`src/rtl/alarm_irq.sv`:
```
module alarm_irq #(
  parameter int CHG_W       = 16,
  parameter int TMP_W       = 11,
  parameter int THR_W       = 8,
  parameter int FRAC        = 3,
  parameter int STD_LOW_CYC = 40,
  parameter int OVD_LOW_CYC = 5
) (
  input  logic             clk,
  input  logic             rst_n,
  input  logic [CHG_W-1:0] charge,
  input  logic [TMP_W-1:0] temp,
  input  logic [CHG_W-1:0] chg_hi,
  input  logic [CHG_W-1:0] chg_lo,
  input  logic [THR_W-1:0] tmp_hi,
  input  logic [THR_W-1:0] tmp_lo,
  input  logic             en_wr,
  input  logic             en_wdata,
  input  logic             route_bus,
  input  logic             bus_reset,
  input  logic             bus_idle,
  input  logic             overdrive,
  input  logic             asleep,
  input  logic             bus_low_to,
  input  logic             pin_wr,
  input  logic             pin_wdata,
  input  logic             pin_in,
  output logic             bus_pull,
  output logic             pin_pull,
  output logic             pin_level,
  output logic             irq_en,
  output logic             alarm
);
  localparam int TW    = ((TMP_W > THR_W + FRAC) ? TMP_W : THR_W + FRAC) + 1;
  localparam int CNT_W = $clog2(STD_LOW_CYC + 1);

  logic signed [TW-1:0] t_val, t_hi, t_lo;
  logic alarm_now, rise, fire, new_bus, launch, kill_pend;
  logic pend, act, pin_ctl;
  logic [CNT_W-1:0] cnt;

  assign t_val = TW'($signed(temp));
  assign t_hi  = TW'($signed({tmp_hi, {FRAC{1'b0}}}));
  assign t_lo  = TW'($signed({tmp_lo, {FRAC{1'b0}}}));

  assign alarm_now = ($signed(charge) >= $signed(chg_hi)) ||
                     ($signed(charge) <= $signed(chg_lo)) ||
                     (t_val >= t_hi) || (t_val <= t_lo);

  assign rise      = alarm_now & ~alarm;
  assign fire      = rise & irq_en & ~asleep;
  assign new_bus   = fire & route_bus;
  assign kill_pend = asleep | bus_reset | (en_wr & ~en_wdata);
  assign launch    = (pend | new_bus) & bus_idle & ~act & ~kill_pend & irq_en;

  assign bus_pull  = act;
  assign pin_pull  = ~pin_ctl;
  assign pin_level = pin_in;

  always_ff @(posedge clk or negedge rst_n) begin
    if (!rst_n) begin
      alarm  <= 1'b0;
      irq_en <= 1'b0;
    end else begin
      alarm <= alarm_now;
      if (bus_reset)   irq_en <= 1'b0;
      else if (en_wr)  irq_en <= en_wdata;
    end
  end

  always_ff @(posedge clk or negedge rst_n) begin
    if (!rst_n) begin
      pend <= 1'b0;
      act  <= 1'b0;
      cnt  <= '0;
    end else begin
      if (kill_pend)   pend <= 1'b0;
      else             pend <= (pend | new_bus) & ~launch;
      if (asleep) begin
        act <= 1'b0;
      end else if (act) begin
        if (cnt == '0) act <= 1'b0;
        else           cnt <= cnt - 1'b1;
      end else if (launch) begin
        act <= 1'b1;
        cnt <= overdrive ? CNT_W'(OVD_LOW_CYC - 1) : CNT_W'(STD_LOW_CYC - 1);
      end
    end
  end

  always_ff @(posedge clk or negedge rst_n) begin
    if (!rst_n)                     pin_ctl <= 1'b1;
    else if (asleep || bus_low_to)  pin_ctl <= 1'b1;
    else if (fire && !route_bus)    pin_ctl <= 1'b0;
    else if (pin_wr)                pin_ctl <= pin_wdata;
  end

  logic [CNT_W:0] run;
  always_ff @(posedge clk or negedge rst_n) begin
    if (!rst_n)   run <= '0;
    else if (act) run <= run + 1'b1;
    else          run <= '0;
  end

  p_pulse_max_r6: assert property (@(posedge clk) disable iff (!rst_n)
    run <= (CNT_W+1)'(STD_LOW_CYC));
  p_launch_idle_r7: assert property (@(posedge clk) disable iff (!rst_n)
    $rose(bus_pull) |-> $past(bus_idle));
  p_launch_en_r4: assert property (@(posedge clk) disable iff (!rst_n)
    $rose(bus_pull) |-> $past(irq_en));
  p_en_clear_r4: assert property (@(posedge clk) disable iff (!rst_n)
    bus_reset |=> !irq_en);
  p_pin_hold_r8: assert property (@(posedge clk) disable iff (!rst_n)
    (pin_pull && !(pin_wr && pin_wdata) && !asleep && !bus_low_to) |=> pin_pull);
  p_sleep_pin_r10: assert property (@(posedge clk) disable iff (!rst_n)
    (asleep || bus_low_to) |=> !pin_pull);
  p_sleep_bus_r10: assert property (@(posedge clk) disable iff (!rst_n)
    asleep |=> !bus_pull);
  p_one_path_r5: assert property (@(posedge clk) disable iff (!rst_n)
    $rose(bus_pull) |-> $past(route_bus));
endmodule

```
`config.mk`:
```
export PLATFORM = sky130hd
export DESIGN_NAME = alarm_irq
export DESIGN_NICKNAME = d
export VERILOG_FILES = /design/src/rtl/alarm_irq.sv
export SDC_FILE = /design/constraint.sdc
export NUM_CORES = 1
export LEC_CHECK = 0
export ABC_CLOCK_PERIOD_IN_PS = 1600
export BUFFER_PORTS_ARGS = -buffer_cell sky130_fd_sc_hd__clkbuf_2
export CORE_ASPECT_RATIO = 1.1
export CORE_MARGIN = 8
export CORE_UTILIZATION = 40
export DETAILED_ROUTE_END_ITERATION = 16
export PLACE_DENSITY = 0.74
export SLEW_MARGIN = 0
export SYNTH_ARGS = -nofsm -noshare
export SYNTH_HDL_FRONTEND = slang
export SYNTH_SLANG_ARGS = --single-unit
```
`constraint.sdc`:
```
create_clock -name clk -period 1.6 [get_ports clk]
set_input_delay 0.24 -clock clk [delete_from_list [all_inputs] [get_ports clk]]
set_output_delay 0.24 -clock clk [all_outputs]
set_load 0.01 [all_outputs]
```
### Yosys cells after proc, flatten, opt, wreduce, memory -nomap -nowiden

Index checks and enable logic that the tools add are counted.

| storage, ports and cells | value |
|---|---|
| register bits | 11 |
| input bits | 88 |
| output and inout port bits | 5 |
| word-level logic and storage cells | 57 |

| cells by class | value |
|---|---|
| add/sub/neg operators | 1 |
| order comparisons | 4 |
| eq/ne operators | 1 |
| mux-type cells | 14 |
| bitwise gates (word level) | 20 |
| reduce and logical (&&, ||, !) cells | 11 |

Operators with widths:

| operator | count |
|---|---|
| two-way mux 6 bit | 4 |
| greater-or-equal comparator 16 bit | 1 |
| less-or-equal comparator 16 bit | 1 |
| greater-or-equal comparator 11 bit | 1 |
| less-or-equal comparator 11 bit | 1 |
| AND 1 bit | 10 |
| two-way mux 1 bit | 10 |
| inverter 1 bit | 7 |
| logical NOT 6 bit | 1 |
| subtractor 6 x 1 -> 6 bit (second input constant) | 1 |
| logical OR 1 bit | 4 |
| nonzero test 2 bit | 2 |
| bitwise OR 1 bit | 3 |
| AND reduction 3 bit | 1 |
| nonzero test 3 bit | 1 |
| inequality test 2 bit (second input constant) | 1 |
| logical AND 1 bit | 1 |
| logical NOT 1 bit | 1 |

### Logic depth before layout (Yosys ltp)

| logic depth | value |
|---|---|
| word-level depth | 16 |
| gate-level depth with buffers | 11 |
| depth with buffers taken out | 11 |

### Worst setup path after synthesis

No wires, ideal clock.

| timing | value |
|---|---|
| path type | input to register |
| start | input tmp_hi[7] |
| end | register cnt[1] |
| library setup time | 128 ps |
| data arrival time | 2,362 ps |
| data required time | 1,472 ps |
| path slack | -890 ps |
| stages | 10 |
| buffers on the path | 0 |
| cell sequence | inv_1 > ha_1 > and4_4 > a2111oi_2 > o21ai_1 > a211o_1 > nor3_4 > a2bb2oi_4 > o21ai_1 > mux2_1 |

| on the way | value |
|---|---|
| word-level cells in the longest chain between the ends | 14 |

Ends and longest elaborated chain:

| what | line | source |
|---|---|---|
| from (decl) | 15 | `input logic [THR_W-1:0] tmp_hi,` |
| greater-or-equal comparator 11 bit | 48 | `(t_val >= t_hi) \|\| (t_val <= t_lo);` |
| logical OR 1 bit | 47 | `($signed(charge) <= $signed(chg_lo)) \|\|` |
| logical OR 1 bit | 48 |  |
| AND 1 bit | 50 | `assign rise = alarm_now & ~alarm;` |
| AND 1 bit (2 in a row) | 51 | `assign fire = rise & irq_en & ~asleep;` |
| AND 1 bit | 52 | `assign new_bus = fire & route_bus;` |
| bitwise OR 1 bit | 54 | `assign launch = (pend \| new_bus) & bus_idle & ~act & ~kill_pend & irq_en;` |
| AND 1 bit (4 in a row) | 54 |  |
| nonzero test 2 bit (no source line) | - |  |
| AND reduction 3 bit (no source line) | - |  |
| to (signal assigned) | 83 | `else cnt <= cnt - 1'b1;` |
| to (signal assigned) | 86 | `cnt <= overdrive ? CNT_W'(OVD_LOW_CYC - 1) : CNT_W'(STD_LOW_CYC - 1);` |
| to (decl) | 40 | `logic [CNT_W-1:0] cnt;` |

No other way between the ends.
A chain may end at the register's enable or synchronous reset.

### Worst setup path after layout

| timing | value |
|---|---|
| start | input chg_hi[9] |
| end | register cnt[0] |

| on the way | value |
|---|---|
| word-level cells in the longest chain between the ends | 15 |

Ends and longest elaborated chain:

| what | line | source |
|---|---|---|
| from (decl) | 13 | `input logic [CHG_W-1:0] chg_hi,` |
| greater-or-equal comparator 16 bit | 46 | `assign alarm_now = ($signed(charge) >= $signed(chg_hi)) \|\|` |
| logical OR 1 bit | 46 |  |
| logical OR 1 bit | 47 |  |
| logical OR 1 bit | 48 |  |
| AND 1 bit | 50 |  |
| AND 1 bit (2 in a row) | 51 |  |
| AND 1 bit | 52 |  |
| bitwise OR 1 bit | 54 |  |
| AND 1 bit (4 in a row) | 54 |  |
| nonzero test 2 bit (no source line) | - |  |
| AND reduction 3 bit (no source line) | - |  |

No other way between the ends.

==> qor.yml <==
status: "finished, violations left"
violations: "negative setup slack"
drt-wirelength-per-cell_microns: 13.7
p_switching_mw: 0.440
rsz0062_at_grt: "true"
seq_power_share_pct: 24.3
multiInputGateArea_sq_um: 1620
synth_edf_count: 0
peakVddDrop_uv: 418
reg2reg_depth: 5
fillers: 388
drcViolationCount: 0
row_count: 26
core_area_sq_um: 4590
track_usage_pct: 15.4
seq_area_sq_um: 277
yosysMostFrequentCell: "inv_1"
rrSetupSlack_ns: -0.04
h-tree-depth: 1
setup.worst_path.end: "cnt[0]"
hold_viol_final: 0
cts_tree: "yes"
syn_nets: 375
synth_cells: 237
hold_depth: 2
post-dp-hpwl_microns: 4970
syn2layout_area_growth_pct: 63.3
path_class: "primary input to flip-flop"
dr.pass1.iters: 5
syn-mean-instance-area_sq_um: 7.92
die_w_microns: 81.3
p_clk_share_pct: 22.2
cts_sinks: 11
ys_seq_elements: 11
r2r-end: "cnt[0]"
fin_total_pwr_mw: 1.30
crit_path_start_kind: "primary input"
setup_viol: 10
n_antenna_cell: 0
num_vias: 2128
drtIter0Drc: 27
yosys.area.top_type_share_pct: 33.3
final-max-slew-violation-count: 0
routabilityCongestion: 0.772
drive_gt1_share_pct: 47.2
path_max_fanout: 4
clock_skew_ns: 0.00307
clk_pin_slew_ns: 0.05
grt_pass1_wl_microns: 9070
die_h_microns: 87.8
pwr-share-comb_pct: 53.5
fin_cells: 418
synth_warnings: 0
cts_max_path_buffers: 2
fp.dieArea_sq_um: 7140
yosys.area.top_type: "ha_1"
timing.rr.start: "alarm"
synth_ff_type: "dfrtp_1"
worst_pin_slew_ns: 0.318
grt_max_degree: 12
crit_arrival_ns: 2.46
p_sw_share_pct: 33.7
required_ns: 1.73
port_buffers: 90
intPower_mw: 0.863
grt_pass1_vias: 2214
final_nets: 501
synth_async_sr_flop_share_pct: 100
ant_nets: 0
powerDensity_nw_per_um2: 425
syn_area_sq_um: 1880
cts_buffers: 3
leakage_nw: 1.64
setup_ws_ns: -0.736
routed_wl_microns: 5720
yosysSeqAreaShare_pct: 14.7
period_share_pct: 146
drv_cap: 0
min_period_ns: 2.34
antenna_found_initial: 0
min_path_type: "primary input to flip-flop"
netlist_top_cells_count: "inv_1 (56), ha_1 (50), nor2_1 (13), a21oi_1 (12), nand2_1 (12)"
slew-limit-headroom_pct: 78.6
max_freq_mhz: 428
clkLatencyLatePin_ns: 0.24
post_drt_via_cell_ratio: 5.09
io_pins: 93
clk_root_buffer_cell: "clkbuf_8"
grt_overflow: 0
ys_types: 46
cp-end-kind: "flip-flop"
crit_path_start: "chg_hi[9]"
initial_core_util_pct: 40.9
synth.top_cells.by_area: "ha_1 (33%), dfrtp_1 (13%), inv_1 (11%), a21oi_1 (3.2%), nor2_1 (2.6%)"
dpl.cell_count: 411
==> sequential cells by signal, indices dropped and copies added (netlist names) <==
signal and cells:
irq_en 1, cnt 6, alarm 1, pend 1, pin_ctl 1, bus_pull 1
==> worst min path at each step <==
| stage | startpoint | endpoint | slack, ns |
|---|---|---|---|
| floorplan | rst_n | alarm | -0.06 |
| global placement | rst_n | cnt[4] | 0.13 |
| detailed placement | rst_n | cnt[3] | 0.13 |
| CTS | bus_low_to | pin_ctl | 0.17 |
| global route | bus_reset | irq_en | 0.18 |
| finish | bus_reset | irq_en | 0.18 |
==> what timing repair did <==
| item | 4_1_cts | 5_1_grt |
|---|---|---|
| hold buffers | 1 | 0 |
| hold endpoints to repair | 10 | 0 |
| resized for setup | 13 | 40 |
| endpoints found under the setup margin | 10 | 10 |
| setup buffers | 1 | 2 |
| pin swaps | 4 | 13 |
==> cell usage in the layout, fill, tap and decap left out, drive strengths merged, types with 3 or more instances in the layout <==
cell type	count
a211oi	3
a21o	3
a21oi	12
a31oi	3
buf	43
clkbuf	82
dfrtp	10
ha	50
inv	56
nand2	12
nand3	7
nand4	6
nor2	13
nor2b	5
nor3	5
nor4	3
o21ai	14
==> routing by layer <==
| layer | part of all wire [%] | vias up | GRT usage [%] |
|---|---|---|---|
| li1 | - | 1088 | - |
| met1 | 39 | 962 | 17.2 |
| met2 | 52 | 69 | 28.1 |
| met3 | 7.2 | 9 | 3.29 |
| met4 | 1.8 | 0 | 4.72 |
| met5 | 0 | - | 0 |
==> area by class of cell <==
type	count	share of cell area (%)
Clock buffer	4	1.47
Timing Repair Buffer	122	26.7
Sequential cell	11	9.02
Inverter	56	7.51
Multi-Input combinational cell	169	53.0
Tap cell	56	2.29
==> cell families (layout without fill, tap and decap cells) <==
family | Yosys count | in the layout | synth area share, %
XOR/XNOR | 1 | 1 | 0.467
multiplexers | 3 | 3 | 1.67
flip-flops | 11 | 11 | 14.7
adder cells (fa/ha/maj) | 50 | 50 | 33.3
buffers and inverters | 57 | 182 | 11.6
AND/OR/NAND/NOR | 64 | 64 | 18.9
AO/OA/AOI/OAI | 51 | 51 | 19.3
==> power by group through the flow <==
| stage | registers (mW) | logic (mW) | clock network (mW) |
|---|---|---|---|
| 2_1_floorplan | 0.323 | 0.320 | 0 |
| 5_1_grt | 0.319 | 0.785 | 0.311 |
| 3_3_place_gp | 0.320 | 0.589 | 0 |
| 3_5_place_dp | 0.320 | 0.609 | 0 |
| 6_report | 0.317 | 0.698 | 0.289 |
| 4_1_cts | 0.316 | 0.643 | 0.292 |
==> critical path, stage by stage <==
cell	delay [ns]
clkbuf_16	0.12
inv_12	0.03
ha_4	0.25
and4_4	0.20
or4b_4	0.47
a21oi_2	0.12
o41ai_1	0.06
o21ai_1	0.14
nor3_4	0.08
a2bb2oi_4	0.16
or4b_1	0.46
o211a_1	0.12
==> through the flow <==
| stage | util (%) | hold WS [ns] | setup slack [ns] | cell area (sq um) | TNS (ns) |
|---|---|---|---|---|---|
| floorplan | - | -0.0556 | -0.788 | 2030 | -4.87 |
| global placement | 60.2 | 0.134 | -1.04 | 2760 | -8.27 |
| detailed placement | 60.2 | 0.132 | -1.09 | 2760 | -8.80 |
| CTS | 63.2 | 0.173 | -0.748 | 2900 | -5.79 |
| global route | 66.8 | 0.182 | -0.801 | 3060 | -6.59 |
| finish | 66.8 | 0.175 | -0.736 | 3060 | -5.37 |
Note: power is estimated with default switching activity, not from simulation.
